`config.mk`:
```
export PLATFORM = sky130hd
export DESIGN_NAME = fault_irq_snapshot
export DESIGN_NICKNAME = d
export VERILOG_FILES = /design/src/rtl/fault_irq_pkg.sv /design/src/rtl/fault_irq_ctrl.sv /design/src/rtl/fault_irq_dp.sv /design/src/rtl/fault_irq_snapshot.sv
export SDC_FILE = /design/constraint.sdc
export NUM_CORES = 1
export LEC_CHECK = 0
export BUFFER_PORTS_ARGS = -buffer_cell sky130_fd_sc_hd__buf_2
export CAP_MARGIN = 10
export CORE_UTILIZATION = 48
export CTS_BUF_LIST = sky130_fd_sc_hd__clkbuf_8
export CTS_CLUSTER_DIAMETER = 50
export DETAILED_ROUTE_END_ITERATION = 10
export GPL_TIMING_DRIVEN = 0
export HOLD_SLACK_MARGIN = 0.1
export MAX_ROUTING_LAYER = met4
export PLACE_DENSITY_LB_ADDON = 0.12
export SYNTH_ARGS = -nofsm -noshare
export SYNTH_HDL_FRONTEND = slang
export SYNTH_HIERARCHICAL = 1
export SYNTH_SLANG_ARGS = --single-unit
export TNS_END_PERCENT = 10
```
`constraint.sdc`:
```
create_clock -name clk -period 3.1 [get_ports clk]
set_input_delay 0.62 -clock clk [delete_from_list [all_inputs] [get_ports clk]]
set_output_delay 0.62 -clock clk [all_outputs]
set_load 0.02 [all_outputs]
```
`src/rtl/fault_irq_pkg.sv`:
```
`timescale 1ns/1ps
package fault_irq_pkg;
  localparam int DATA_W     = 32;
  localparam int ENABLE_BIT = 16;
  localparam int BUSY_BIT   = 0;
  localparam int OK_BIT     = 1;

  typedef enum logic [1:0] {
    ADDR_CTRL   = 2'd0,
    ADDR_STATUS = 2'd1,
    ADDR_DATA   = 2'd2,
    ADDR_SPARE  = 2'd3
  } reg_addr_e;

  typedef struct packed {
    logic capture;   // load data register from status this edge
    logic checking;  // transfer window active, compare status to snapshot
    logic busy;      // busy flag for readback
  } snap_strobe_t;
endpackage

```
`src/rtl/fault_irq_ctrl.sv`:
```
`timescale 1ns/1ps
module fault_irq_ctrl
  import fault_irq_pkg::*;
#(
  parameter int DELAY_CYC = 2000
) (
  input  logic         clk,
  input  logic         rstN,
  input  logic         irqLine,
  output snap_strobe_t strobes
);
  localparam int CNT_W = (DELAY_CYC < 2) ? 1 : $clog2(DELAY_CYC);
  localparam logic [CNT_W-1:0] CNT_LOAD = CNT_W'(DELAY_CYC - 1);

  logic             irqPrev;
  logic             busyQ;
  logic [CNT_W-1:0] cntQ;
  logic             startEv;

  // a fresh rise of the interrupt line starts a transfer only when idle
  assign startEv = irqLine & ~irqPrev & ~busyQ;

  always_ff @(posedge clk) begin
    if (!rstN) begin
      irqPrev <= 1'b0;
      busyQ   <= 1'b0;
      cntQ    <= '0;
    end else begin
      irqPrev <= irqLine;
      if (startEv) begin
        busyQ <= 1'b1;
        cntQ  <= CNT_LOAD;
      end else if (busyQ) begin
        if (cntQ == '0) busyQ <= 1'b0;
        else            cntQ  <= cntQ - CNT_W'(1);
      end
    end
  end

  always_comb begin
    strobes          = '0;
    strobes.capture  = startEv;
    strobes.checking = busyQ;
    strobes.busy     = busyQ;
  end

  // a rise seen while idle opens the window on the next edge
  assert_start_on_rise_R5: assert property (@(posedge clk) disable iff (!rstN)
    (irqLine && !irqPrev && !busyQ) |=> busyQ);

  // the window closes right after the counter reaches zero
  assert_window_end_R5: assert property (@(posedge clk) disable iff (!rstN)
    (busyQ && cntQ == '0) |=> !busyQ);

  // while busy, the counter only counts down and is never reloaded
  assert_no_restart_R8: assert property (@(posedge clk) disable iff (!rstN)
    (busyQ && cntQ != '0) |=> (busyQ && cntQ == $past(cntQ) - CNT_W'(1)));
endmodule

```
`src/rtl/fault_irq_dp.sv`:
```
`timescale 1ns/1ps
module fault_irq_dp
  import fault_irq_pkg::*;
#(
  parameter int NUM_SRC = 6
) (
  input  logic              clk,
  input  logic              rstN,
  input  logic [NUM_SRC-1:0] srcEvent,
  input  logic [1:0]        busAddr,
  input  logic              busWrEn,
  input  logic [DATA_W-1:0] busWrData,
  input  snap_strobe_t      strobes,
  output logic [DATA_W-1:0] busRdData,
  output logic              irqLine
);
  logic [NUM_SRC-1:0] statusQ;
  logic [NUM_SRC-1:0] dataQ;
  logic               enableQ;
  logic               okQ;
  logic               wrCtrl;
  logic               wrStatus;

  assign wrCtrl   = busWrEn && (busAddr == ADDR_CTRL);
  assign wrStatus = busWrEn && (busAddr == ADDR_STATUS);

  // one sticky, write-one-to-clear cell per source; set wins over clear
  for (genvar i = 0; i < NUM_SRC; i++) begin : g_cell
    always_ff @(posedge clk) begin
      if (!rstN) statusQ[i] <= 1'b0;
      else       statusQ[i] <= srcEvent[i] | (statusQ[i] & ~(wrStatus & busWrData[i]));
    end
  end

  always_ff @(posedge clk) begin
    if (!rstN) begin
      enableQ <= 1'b0;
      dataQ   <= '0;
      okQ     <= 1'b0;
    end else begin
      if (wrCtrl) enableQ <= busWrData[ENABLE_BIT];
      if (strobes.capture) begin
        dataQ <= statusQ;
        okQ   <= 1'b1;
      end else if (strobes.checking && (statusQ != dataQ)) begin
        okQ <= 1'b0;
      end
    end
  end

  assign irqLine = enableQ & (|statusQ);

  always_comb begin
    busRdData = '0;
    unique case (busAddr)
      ADDR_CTRL: begin
        busRdData[BUSY_BIT]   = strobes.busy;
        busRdData[OK_BIT]     = okQ;
        busRdData[ENABLE_BIT] = enableQ;
      end
      ADDR_STATUS: busRdData[NUM_SRC-1:0] = statusQ;
      ADDR_DATA:   busRdData[NUM_SRC-1:0] = dataQ;
      default:     busRdData = '0;
    endcase
  end

  // a set bit survives any edge without a status write
  assert_sticky_R2: assert property (@(posedge clk) disable iff (!rstN)
    !wrStatus |=> ((statusQ & $past(statusQ)) == $past(statusQ)));

  // the snapshot equals the status seen at the capture edge
  assert_capture_R6: assert property (@(posedge clk) disable iff (!rstN)
    strobes.capture |=> (dataQ == $past(statusQ)));

  // outside a capture the data register never moves
  assert_data_hold_R9: assert property (@(posedge clk) disable iff (!rstN)
    !strobes.capture |=> $stable(dataQ));

  // a mismatch inside the window leaves the flag cleared
  assert_ok_drop_R7: assert property (@(posedge clk) disable iff (!rstN)
    (strobes.checking && statusQ != dataQ) |=> !okQ);
endmodule

```
`src/rtl/fault_irq_snapshot.sv`:
```
`timescale 1ns/1ps
module fault_irq_snapshot
  import fault_irq_pkg::*;
#(
  parameter int NUM_SRC  = 6,
  parameter int CLK_MHZ  = 200,
  parameter int DELAY_US = 10
) (
  input  logic               clk,
  input  logic               rstN,
  input  logic [NUM_SRC-1:0] srcEvent,
  input  logic [1:0]         busAddr,
  input  logic               busWrEn,
  input  logic [31:0]        busWrData,
  output logic [31:0]        busRdData,
  output logic               irqOut
);
  localparam int DELAY_CYC = CLK_MHZ * DELAY_US;

  snap_strobe_t strobes;
  logic         irqLine;

  fault_irq_ctrl #(.DELAY_CYC(DELAY_CYC)) ctrl_i (
    .clk     (clk),
    .rstN    (rstN),
    .irqLine (irqLine),
    .strobes (strobes)
  );

  fault_irq_dp #(.NUM_SRC(NUM_SRC)) dp_i (
    .clk       (clk),
    .rstN      (rstN),
    .srcEvent  (srcEvent),
    .busAddr   (busAddr),
    .busWrEn   (busWrEn),
    .busWrData (busWrData),
    .strobes   (strobes),
    .busRdData (busRdData),
    .irqLine   (irqLine)
  );

  assign irqOut = irqLine;
endmodule

```
Word-level counts from Yosys, hierarchy flattened
Index checks and enable logic that the tools add are counted.
{"block": "word_totals", "reg_bits": 27, "latch_bits": 0, "ramBits": 0, "rom_bits": 0, "inputBits": 43, "output_inout_bits": 33, "word_cells": 71, "memories": 0}
{"block": "op_classes", "n_addsub": 1, "mul": 0, "n_div": 0, "n_lt_le_gt_ge": 0, "eq_ne": 4, "shifts": 0, "muxes": 11, "n_bitwise": 31, "reduce_logical": 11}
{"cell": "$mux W11", "n": 3}
{"cell": "$and A1 B1 Y1", "n": 15}
{"cell": "$logic_not A11 Y1", "n": 1}
{"cell": "$sub A11 B1 Y11 const B", "n": 1}
{"cell": "$not A1 Y1", "n": 10}
{"cell": "$pmux W4 S2", "n": 1}
{"cell": "$mux W1", "n": 6}
{"cell": "$ne A6 B6 Y1", "n": 1}
{"cell": "$or A1 B1 Y1", "n": 6}
{"cell": "$pmux W2 S3", "n": 1}
{"cell": "$reduce_or A6 Y1", "n": 1}
{"cell": "$reduce_and A2 Y1", "n": 2}
{"cell": "$reduce_bool A2 Y1", "n": 2}
{"cell": "$logic_and A1 B1 Y1", "n": 3}
{"cell": "$eq A2 B1 Y1 const B", "n": 1}
{"cell": "$eq A2 B2 Y1 const B", "n": 1}
{"cell": "$logic_not A2 Y1", "n": 1}
{"cell": "$ne A2 B1 Y1 const B", "n": 1}
{"cell": "$reduce_or A2 Y1", "n": 1}

Longest topological paths before layout
Gate-level depths: netlist of the first run.
{"block": "depth", "word_depth": 6, "depth_mapped": 9, "mapped_depth_nobuf": 6}

By module
The synthesis of the first run kept the hierarchy.
{"mod": "fault_irq_dp", "instances": 1, "cells_each": 110, "area_per_inst_um2": 948.4, "seq_area_each_um2": 280.3}
{"mod": "fault_irq_ctrl", "instances": 1, "cells_each": 78, "area_per_inst_um2": 685.7, "seq_area_each_um2": 260.2}

Worst setup path before layout of the first run
No wires, ideal clock.
{"block": "synth_path", "kind": "flip-flop to flip-flop", "from": "register dp_i.statusQ[2]", "to": "register dp_i.okQ", "setup_time_ps": 125, "arrival_time_ps": 2220, "required_time_ps": 2975, "path_slack_ps": 756, "path_stages_with_launch": 10, "path_buffers": 3, "period_less_slack_ps": 2344, "path_cell_list": "dfxtp_1 or4_1 o31a_1 nor2b_1 and2b_2 clkbuf_1 buf_4 buf_2 o21ai_0 o41ai_1"}
{"block": "synth_between", "elab_chain_len": 5}
{"item": "start: declaration", "line_no": "fault_irq_dp.sv:17", "source": "logic [NUM_SRC-1:0] statusQ;"}
{"item": "start signal: indexed assignment", "line_no": "fault_irq_dp.sv:31", "source": "else statusQ[i] <= srcEvent[i] | (statusQ[i] & ~(wrStatus & busWrData[i]));"}
{"item": "$reduce_or A6 Y1 (*)", "line_no": "fault_irq_dp.sv:51", "source": "assign irqLine = enableQ & (|statusQ);"}
{"item": "$and A1 B1 Y1 (*)", "line_no": "fault_irq_dp.sv:51"}
{"item": "net irqOut", "line_no": "fault_irq_snapshot.sv:16", "source": "output logic irqOut"}
{"item": "$and A1 B1 Y1 (*) (2 in series)", "line_no": "fault_irq_ctrl.sv:21", "source": "assign startEv = irqLine & ~irqPrev & ~busyQ;"}
{"item": "net ctrl_i.startEv", "line_no": "fault_irq_ctrl.sv:18", "source": "logic startEv;"}
{"item": "$mux W1 or $reduce_bool A2 Y1 (tied branches)"}
{"item": "end signal: assignment", "line_no": "fault_irq_dp.sv:39", "source": "okQ <= 1'b0;"}
{"item": "end signal: assignment", "line_no": "fault_irq_dp.sv:44", "source": "okQ <= 1'b1;"}
{"item": "end signal: assignment", "line_no": "fault_irq_dp.sv:46", "source": "okQ <= 1'b0;"}
{"item": "end: declaration", "line_no": "fault_irq_dp.sv:20", "source": "logic okQ;"}
The timed path passes the listed nets; every way through them passes the cells marked *.
A chain may end at the register's enable or synchronous reset.

Worst setup path after layout of the first run
{"block": "layout_path", "from": "register dp_i.statusQ[2]", "to": "register dp_i.okQ"}
{"block": "layout_between", "elab_chain_len": 5}
{"item": "$reduce_or A6 Y1 (*)", "line_no": "fault_irq_dp.sv:51"}
{"item": "$and A1 B1 Y1 (*)", "line_no": "fault_irq_dp.sv:51"}
{"item": "$and A1 B1 Y1 (*) (2 in series)", "line_no": "fault_irq_ctrl.sv:21"}
{"item": "net ctrl_i.startEv", "line_no": "fault_irq_ctrl.sv:18"}
{"item": "$mux W1 or $reduce_bool A2 Y1 (tied branches)"}
Marks and branches as above.

==> results of run 1 <==
power by group:
group          total (W)  switching [W]  internal [W]
Combinational   0.000172      0.0000953     0.0000771
Clock           0.000198       0.000109     0.0000889
Sequential      0.000383      0.0000196      0.000363
worst min-delay path: cells and delay by family (launching register included):
| family | cells | cell delay [ps] |
|---|---|---|
| flops | 1 | 330 |
| compound gates | 1 | 60 |
| simple gates | 1 | 70 |
cells in the mapped netlist, types with 2 or more instances:
cell type and count:
or2_2 2, o21a_1 4, nand2_1 5, and2_1 2, xor2_1 3, mux2i_1 6
inv_1 5, or3_1 2, xnor2_1 5, clkbuf_1 5, nand3_1 11, a31oi_1 2
o31a_1 2, a211oi_1 2, a22oi_1 4, o21ai_0 3, a311oi_1 2, nor2b_1 18
buf_4 28, dfxtp_1 27, nor2_1 8, nor3_1 5, o22ai_1 2, a21oi_1 9
ha_1 5, a222oi_1 2
stage by stage:
stage | hold WS, ps | instances
after floorplan | 452 | 212
after global placement | 471 | 280
after detailed placement | 475 | 280
after CTS | 487 | 284
after global routing | 514 | 284
final | 488 | 284
cell usage in the layout (no fill, tap or decap), types with 2 or more instances in the layout:
cell type	n
a211oi_1	2
a21oi_1	9
a222oi_1	2
a22oi_1	4
a311oi_1	2
a31oi_1	2
and2_1	2
buf_2	25
buf_4	28
clkbuf_1	5
clkbuf_8	3
conb_1	25
dfxtp_1	27
ha_1	5
inv_1	6
mux2i_1	6
nand2_1	5
nand3_1	11
nor2_1	8
nor2b_1	18
nor3_1	5
o21a_1	4
o21ai_0	3
o22ai_1	2
o31a_1	2
or2_2	2
or3_1	2
xnor2_1	5
xor2_1	3
worst paths after layout:
path	from	to	slack, ps	cells after the start
setup / recovery	dp_i/statusQ[2]	dp_i/okQ	590	9
hold / removal	dp_i/okQ	dp_i/okQ	490	2
setup reg to reg	dp_i/statusQ[2]	dp_i/okQ	590	9
hold reg to reg	dp_i/okQ	dp_i/okQ	490	2
cell families (layout without fill, tap and decap cells):
family                     Yosys count  in the layout  share of synthesized area [%]
DFF                                 27             27                           33.1
AOI/OAI and AO/OA                   37             37                           15.7
muxes                                7              7                           4.36
and+or+nand+nor                     63             63                           22.4
adders and majority gates            5              5                           3.83
xor gates and xnor gates             8              8                           4.29
buffers and inverters               40             68                           16.2
other                                1             25                          0.229
cell type report:
class / count / area (µm²) / area share, %
flip-flops and latches: 27 / 541 / 27.8
clock buffers: 3 / 41.3 / 2.12
plain buffers: 35 / 245 / 12.6
clock inverters: 1 / 3.75 / 0.193
multi-input cells: 145 / 920 / 47.3
well taps: 44 / 55.1 / 2.83
inverters: 5 / 18.8 / 0.965
repair buffers: 24 / 120 / 6.18
metal layers:
metal  vias up  part of all wire, %  global-route usage [%]
li1        711                    -                       -
met1       583                   51                    27.9
met2        46                   43                    26.5
met3         2                  6.5                    2.56
met4         0                 0.32                    5.98
met5         -                    0                       -
state kept, by name (all words and copies together) (netlist names):
| name | count |
|---|---|
| dp_i/okQ | 1 |
| dp_i/enableQ | 1 |
| dp_i/dataQ | 6 |
| ctrl_i/busyQ | 1 |
| ctrl_i/cntQ | 11 |
| dp_i/statusQ | 6 |
| ctrl_i/irqPrev | 1 |
==> run metrics, run 1 <==
Syn Std Cell Area=roughly 1600 µm²; vias in the first global route=~1100; Max Slew Vio Count=0; CTS tree=done; DR WL/cell=approximately 11 µm; ranking of synthesized cells by area=dfxtp_1, buf_4, nor2b_1; H-tree levels=1; post-cts resize count=0; postcts setup bufs=0; fillers=325; via count=1342; # DRC=0; overall die area=about 3600 µm²; biggest area consumer among synthesized cells=dfxtp_1; CP bufs+invs=3; RSZ-0062 raised after global routing=no; largest net degree at the start of global routing=15; Final Skew=about 3.2 ps; clock sinks=27; DRT Pass-1 Iters=4; clk slew on worst S/H paths=~90 ps; grt total ovfl=0; Max-cap violations=0; CP arrival=between 2000 and 3000 ps; DIE WIDTH=between 60 and 70 µm; Startpoint Class=flop; share of layout cells above drive strength 1=between 20% and 30%; sequential fraction of the synthesis area=around 33%; # setup viols final=0; GRT Total Usage=18.9%; Async SR Flop Fraction=0%; register bit total from synthesis=27; DIE HEIGHT=60.3 µm; Synth Flop Type=dfxtp_1; maximum clock path buffer count=2; fin crit period=2510 ps; top-area cell type share of the netlist area=around a third; synthesized area per cell=a little under 9 µm²; nets=between 200 and 300; Final Hold Fails=0; crit-path max cell delay=approximately 540 ps; antenna cells=0; slowest stage cell, crit path=or4_1; P_leak=roughly 0.90 nW; CTS buffer count=3; post-route cell area=1940 µm²; Worst Tran Pin Value=around 650 ps; Worst path top cell family by delay=simple AND/OR/NAND/NOR gates; Post-synth EDFFs=0; Root Buffer=clkbuf_8; gate count of the mapped netlist=between 150 and 200; crit end category=flop; clk_lat worst skew=270 ps; Pwr Density=388 nW/µm²; pre-CTS setup slack=between 600 and 700 ps; status=finished clean; worst path cell trace=or4_1 > o31a_1 > nor2b_1 > and2b_2 > clkbuf_1 > buf_4 > buf_2 > o21ai_0 > o41ai_1; WL final=3.14 mm; Post-Route Utilization=61.7%; Initial Utilization=between 50% and 60%; first-pass GRT wire length=roughly 5 mm; antenna violations before repair=0; post-DP HPWL=~2.4 mm; # IOs=76; TNS Setup=0 ps; Yosys cell types=45; worst hold path class=reg -> reg; GP Congestion=~0.76; maximum vdd drop=0.257 mV; DP Area=approximately 1900 µm²; Crit path required time=about 3300 ps; hold-fix buffers at CTS=0; Syn. warnings=6; Max Clk Rate=approximately 0.4 GHz; critical path type=reg -> reg; Max FO, Critical Path=10; final worst slack=roughly 590 ps; Period Utilization, post-route=around four fifths; Relative slew margins=between 50% and 60%; Cell Rows=20; Syn-to-layout area delta=19.0%; # port buffers=24; Power Total=0.000753 W; Core ar.=about 3200 µm²; First DRT Iteration DRCs=between 40 and 50; DRT antenna net count=0; Vias per Instance=4.73
Note: power is estimated with default switching activity, not from simulation.
==> run 2, diff against run 1 <==
--- a/config.mk
+++ b/config.mk
@@ -5,9 +5,10 @@
 export SDC_FILE = /design/constraint.sdc
 export NUM_CORES = 1
 export LEC_CHECK = 0
+export ABC_AREA = 1
 export BUFFER_PORTS_ARGS = -buffer_cell sky130_fd_sc_hd__buf_2
 export CAP_MARGIN = 10
-export CORE_UTILIZATION = 48
+export CORE_UTILIZATION = 49
 export CTS_BUF_LIST = sky130_fd_sc_hd__clkbuf_8
 export CTS_CLUSTER_DIAMETER = 50
 export DETAILED_ROUTE_END_ITERATION = 10
==> constraint.sdc (replaced) <==
create_clock -name clk -period 2.6 [get_ports clk]
set_input_delay 0.52 -clock clk [delete_from_list [all_inputs] [get_ports clk]]
set_output_delay 0.52 -clock clk [all_outputs]
set_load 0.02 [all_outputs]
==> run metrics, run 2 <==
status=finished clean; R2R depth=10; most common cell in the netlist=nand2_1; maximum vdd drop=between 0.4 and 0.5 mV; DIE HEIGHT=62.1 µm; antenna violations before repair=0; Syn. warnings=6; Final Hold Fails=0; Syn Std Cell Area=between 1500 and 2000 µm²; synth cell count leaders=nand2_1, inv_1, buf_4, dfxtp_1, nand3_1; Switch Pwr=approximately 0.00033 W; DP Area=~2000 µm²; TNS Setup=0 ps; nets=372; CP bufs+invs=4; sequential fraction of the synthesis area=between 30 and 40%; Int Power=between 0.0006 and 0.0007 W; Async SR Flop Fraction=0%; clk slew on worst S/H paths=around 90 ps; postcts setup bufs=0; placed cells=about 370; via count=1637; crit-path max cell delay=220 ps; CTS buffer count=3; clock sinks=27; DR WL/cell=9.14 µm; slowest stage cell, crit path=buf_2; share of layout cells above drive strength 1=between 20% and 30%; Post-Route Utilization=between 60 and 70%; Max-cap violations=0; worst hold path class=in -> reg; Period Utilization, post-route=just under 80%; # DRC=0; Vias per Instance=4.44; Comb pwr share=around 28%; DRT antenna net count=0; Startpoint Class=input port; sequential share of power=46.7%; most frequent cells in the layout=nand2_1, inv_1, buf_4; post-route cell area=between 2000 and 2500 µm²; RSZ-0062 raised after global routing=no; Max FO, Critical Path=10; crit end category=output port; largest reg by FF count=ctrl_i/cntQ; # IOs=between 70 and 80; maximum clock path buffer count=2; Initial Utilization=between 50 and 60%; largest net degree at the start of global routing=17; # port buffers=24; Worst path top cell family by delay=buffers and inverters; Final Skew=roughly 6.5 ps; clock power share=approximately a quarter; Sw Share=between 30% and 40%; max reg flops=11; ranking of synthesized cells by area=dfxtp_1, nand2_1, buf_4; WL final=3.37 mm; GP Congestion=between 0.8 and 0.9; Root Buffer=clkbuf_8; hold-fix buffers at CTS=0; GRT Total Usage=a little under a fifth; critical path type=in -> out; Post-synth EDFFs=0; most frequent CP cell=buf_2; register bit total from synthesis=27; # setup viols final=0; Min-Delay Endpoint=dp_i/statusQ[0]; vias in the first global route=~1500; Syn-to-layout area delta=17.9%; fin crit period=~2000 ps; Cell Rows=21; Max Clk Rate=a little under 0.5 GHz; post-cts resize count=0; reg2reg setup slack=a little under 1000 ps; final std cells w/o fill=between 300 and 400; clk_lat worst skew=between 200 and 300 ps; RR Startpoint=dp_i/statusQ[3]; biggest area consumer among synthesized cells=dfxtp_1; grt total ovfl=0; DIE WIDTH=about 62 µm; Largest regs=ctrl_i/cntQ: 11 flops, dp_i/dataQ: 6 flops, dp_i/statusQ: 6 flops; Pwr Density=about 470 nW/µm²; Crit. Startpoint=busAddr[1]; synthesized area per cell=about 6.5 µm²; top-area cell type share of the netlist area=between 30% and 40%; DRT Pass-1 Iters=4; reg-to-reg endpoint=dp_i/dataQ[1]; overall die area=between 3000 and 4000 µm²; most common cell after layout, fill and taps aside=nand2_1; Crit path required time=roughly 2100 ps; antenna cells=0; gate count of the mapped netlist=roughly 270; post-DP HPWL=~2.6 mm; first-pass GRT wire length=between 5 and 6 mm; Max Slew Vio Count=0; H-tree levels=1; worst path cell trace=buf_2 > inv_1 > ha_1 > buf_2 > nand2_1 > a21oi_1 > buf_2; Hold Crit Start=srcEvent[0]; First DRT Iteration DRCs=approximately 110; Power Total=~0.00098 W; Core ar.=approximately 3400 µm²; Synth Flop Type=dfxtp_1; CTS tree=done; Yosys cell types=25; P_leak=approximately 1.1 nW; WHS Path Cells=3; CP arrival=1500 ps
[run 2: cell types whose count changed after synthesis, sizes merged, moves of 5 or more]
cell   before  now
a21oi       9   22
inv         5   40
mux2i       6    0
nand2       5   66
nand3      11   27
nand4       0    7
nor2        8   26
nor2b      18    0
o21ai       3    8
xnor2       5    0
[run 2: power groups by stage]
stage          sequential (W)  clock [W]  combinational [W]
4_1_cts              0.000456   0.000257           0.000274
3_3_place_gp         0.000465          0           0.000272
3_5_place_dp         0.000466          0           0.000273
6_report             0.000456   0.000245           0.000275
5_1_grt              0.000461   0.000269           0.000306
2_1_floorplan        0.000460          0           0.000226
[run 2: worst max-delay path by stage]
stage	end	slack, ps	depth (start not counted)
6_report	busRdData[2]	580	7
4_1_cts	busRdData[5]	580	7
3_3_place_gp	busRdData[2]	590	7
5_1_grt	busRdData[2]	460	7
2_1_floorplan	busRdData[5]	730	5
3_5_place_dp	busRdData[5]	580	7
[run 2: final cells by class]
class                      instances  area, µm²
clock inverter                     1       7.51
fill                             334       1300
multi-input combinational        193        920
clock buffer                       3       41.3
inverter                          40        150
timing repair buffer              24        120
tap                               46       57.6
sequential                        27        541
buffer                            35        251
[run 2: routing by layer]
metal  GRT usage, %  part of all wire [%]  wire length (µm)
met1           20.3                    45              1520
met2           34.6                    51              1710
met3           3.86                   3.5               119
met4           4.65                  0.62                21
met5              -                     0                 0
[run 2: tightest hold or removal path: stages]
cell and delay (ps):
buf_2 70, a21oi_1 30, nor2_1 60
[run 2: logic make-up after synthesis]
kind of cell             count (synthesis)  synth area share [%]
XOR/XNOR                                 2                 0.989
AND/OR/NAND/NOR                        128                  32.3
adder cells (fa/ha/maj)                  5                  3.53
flip-flops                              27                  30.5
buffers and inverters                   75                  22.7
other                                    1                 0.212
AO/OA/AOI/OAI                           33                  9.82
[run 2: stage by stage]
stage	setup WS, ps	hold WS, ps
after CTS	578	445
after global routing	455	451
after detailed placement	578	472
final	583	449
after global placement	591	466
after floorplan	732	448
==> run 3, diff against run 2 <==
--- a/config.mk
+++ b/config.mk
@@ -8,7 +8,7 @@
 export ABC_AREA = 1
 export BUFFER_PORTS_ARGS = -buffer_cell sky130_fd_sc_hd__buf_2
 export CAP_MARGIN = 10
-export CORE_UTILIZATION = 49
+export CORE_UTILIZATION = 44
 export CTS_BUF_LIST = sky130_fd_sc_hd__clkbuf_8
 export CTS_CLUSTER_DIAMETER = 50
 export DETAILED_ROUTE_END_ITERATION = 10
==> constraint.sdc (replaced) <==
create_clock -name clk -period 1.6 [get_ports clk]
set_input_delay 0.32 -clock clk [delete_from_list [all_inputs] [get_ports clk]]
set_output_delay 0.32 -clock clk [all_outputs]
set_load 0.02 [all_outputs]
==> run metrics, run 3 (synthesis gave the netlist of run 2 again) <==
wire length on met2=1.80 mm; Largest regs=ctrl_i/cntQ: 11 flops, dp_i/dataQ: 6 flops, dp_i/statusQ: 6 flops; GP Congestion=~0.9; WL final=between 3 and 4 mm; Max-cap violations=0; antenna violations before repair=0; clock sinks=27; CP arrival=1280 ps; Power Total=0.00161 W; Max Clk Rate=between 0.6 and 0.7 GHz; first-pass GRT wire length=6.02 mm; final worst slack=between 2 and 3 ps; share of layout cells above drive strength 1=about 28%; Max FO, Critical Path=4; status=finished clean; DIE WIDTH=approximately 65 µm; GRT Total Usage=roughly a fifth; largest reg by FF count=ctrl_i/cntQ; # DRC=0; Crit. Startpoint=dp_i/statusQ[0]; grt total ovfl=0; clk slew on worst S/H paths=approximately 90 ps; Cell Rows=22; most common cell after layout, fill and taps aside=nand2_1; hold-fix buffers at CTS=0; CTS tree=done; # IOs=76; # port buffers=24; # setup viols final=0; vias in the first global route=1387; critical path type=reg -> out; Met1 Routed Length=around 1.7 mm; final std cells w/o fill=between 300 and 400; RR Startpoint=dp_i/statusQ[0]; Vias per Instance=approximately 4.4; DRT antenna net count=0; nets=about 370; max reg flops=11; WL met3=roughly 180 µm; post-route cell area=roughly 2200 µm²; Max Slew Vio Count=0; via count=~1600; Hold Crit Start=srcEvent[2]; maximum clock path buffer count=2; fin crit period=~1600 ps; Initial Utilization=47.0%; maximum vdd drop=between 0.5 and 0.6 mV; clk_lat worst skew=about 280 ps; H-tree levels=1; worst path cell trace=inv_2 > nand4_1 > o31ai_2 > inv_1 > buf_6; Top Metal Used=met4; Syn-to-layout area delta=24.0%; crit-path max cell delay=between 300 and 400 ps; Core ar.=3770 µm²; First DRT Iteration DRCs=between 80 and 90; most frequent cells in the layout=nand2_1, inv_1, buf_4; DP Area=just over 2000 µm²; P_leak=between 1 and 1.5 nW; Root Buffer=clkbuf_8; Period Utilization, post-route=between 90% and 100%; Startpoint Class=flop; crit end category=output port; RSZ-0062 raised after global routing=yes; pre-CTS setup slack=-90.2 ps; Final Skew=10.8 ps; DRT Pass-1 Iters=5; antenna cells=0; post-DP HPWL=2.71 mm; TNS Setup=0 ps; CTS buffer count=3; DR WL/cell=between 9 and 10 µm; worst hold path class=in -> reg; Crit path required time=1280 ps; overall die area=between 4000 and 5000 µm²; DIE HEIGHT=around 65 µm; Pwr Density=about 730 nW/µm²; largest net degree at the start of global routing=16; Final Hold Fails=0; slowest stage cell, crit path=dfxtp_2; placed cells=between 300 and 400
## run 3: cell count changes in the layout (fill, tap and decap cells not counted), sizes merged
cell / delta
clkinvlp: -1
buf: +1
clkinv: +1
## run 3: worst max-delay path, delay by kind of cell, from the launching register on
family	cells	cell delay, ps
AOI/OAI and AO/OA	1	240
buffers and inverters	3	320
DFF	1	350
and+or+nand+nor	1	110
## run 3: per-stage QoR
stage / hold slack (ps) / utilization (%)
after floorplan: 437 / -
after global placement: 460 / 54.1
after detailed placement: 467 / 54.1
after CTS: 248 / 55.7
after global routing: 250 / 58.3
final: 251 / 58.3
## run 3: layout make-up
cell class	instances	area, µm²
tap	48	60.1
timing repair buffer	25	139
fill	352	1570
sequential	27	552
clock buffer	3	41.3
multi-input combinational	193	970
buffer	35	278
clock inverter	1	5.00
inverter	40	153
## run 3: report_power, final
| group | total (W) | switching, W | internal (W) |
|---|---|---|---|
| Clock | 0.000390 | 0.000216 | 0.000175 |
| Combinational | 0.000472 | 0.000281 | 0.000191 |
| Sequential | 0.000745 | 0.0000404 | 0.000705 |
| Total | 0.00161 | 0.000537 | 0.00107 |
## run 3: metal layers
layer  global-route usage, %  vias to the layer above
li1                        -                      902
met1                    21.0                      693
met2                    33.4                       47
met3                    4.17                        5
met4                    4.89                        0
met5                       -                        -
## run 3: path summary, 6_finish.rpt
check	endpoint	slack [ps]	cells after the start
worst max-delay path	irqOut	3	5
worst min-delay path	dp_i/statusQ[2]	250	3
worst max register to register	dp_i/dataQ[1]	70	10
worst min register to register	dp_i/okQ	480	2
## run 3: repair_timing
item                                   4_1_cts  5_1_grt
endpoints found under the hold margin        0        0
gates resized for setup                      9       27
setup endpoints to repair                   17       23
pin swaps                                    0        4
setup buffers                                0        1
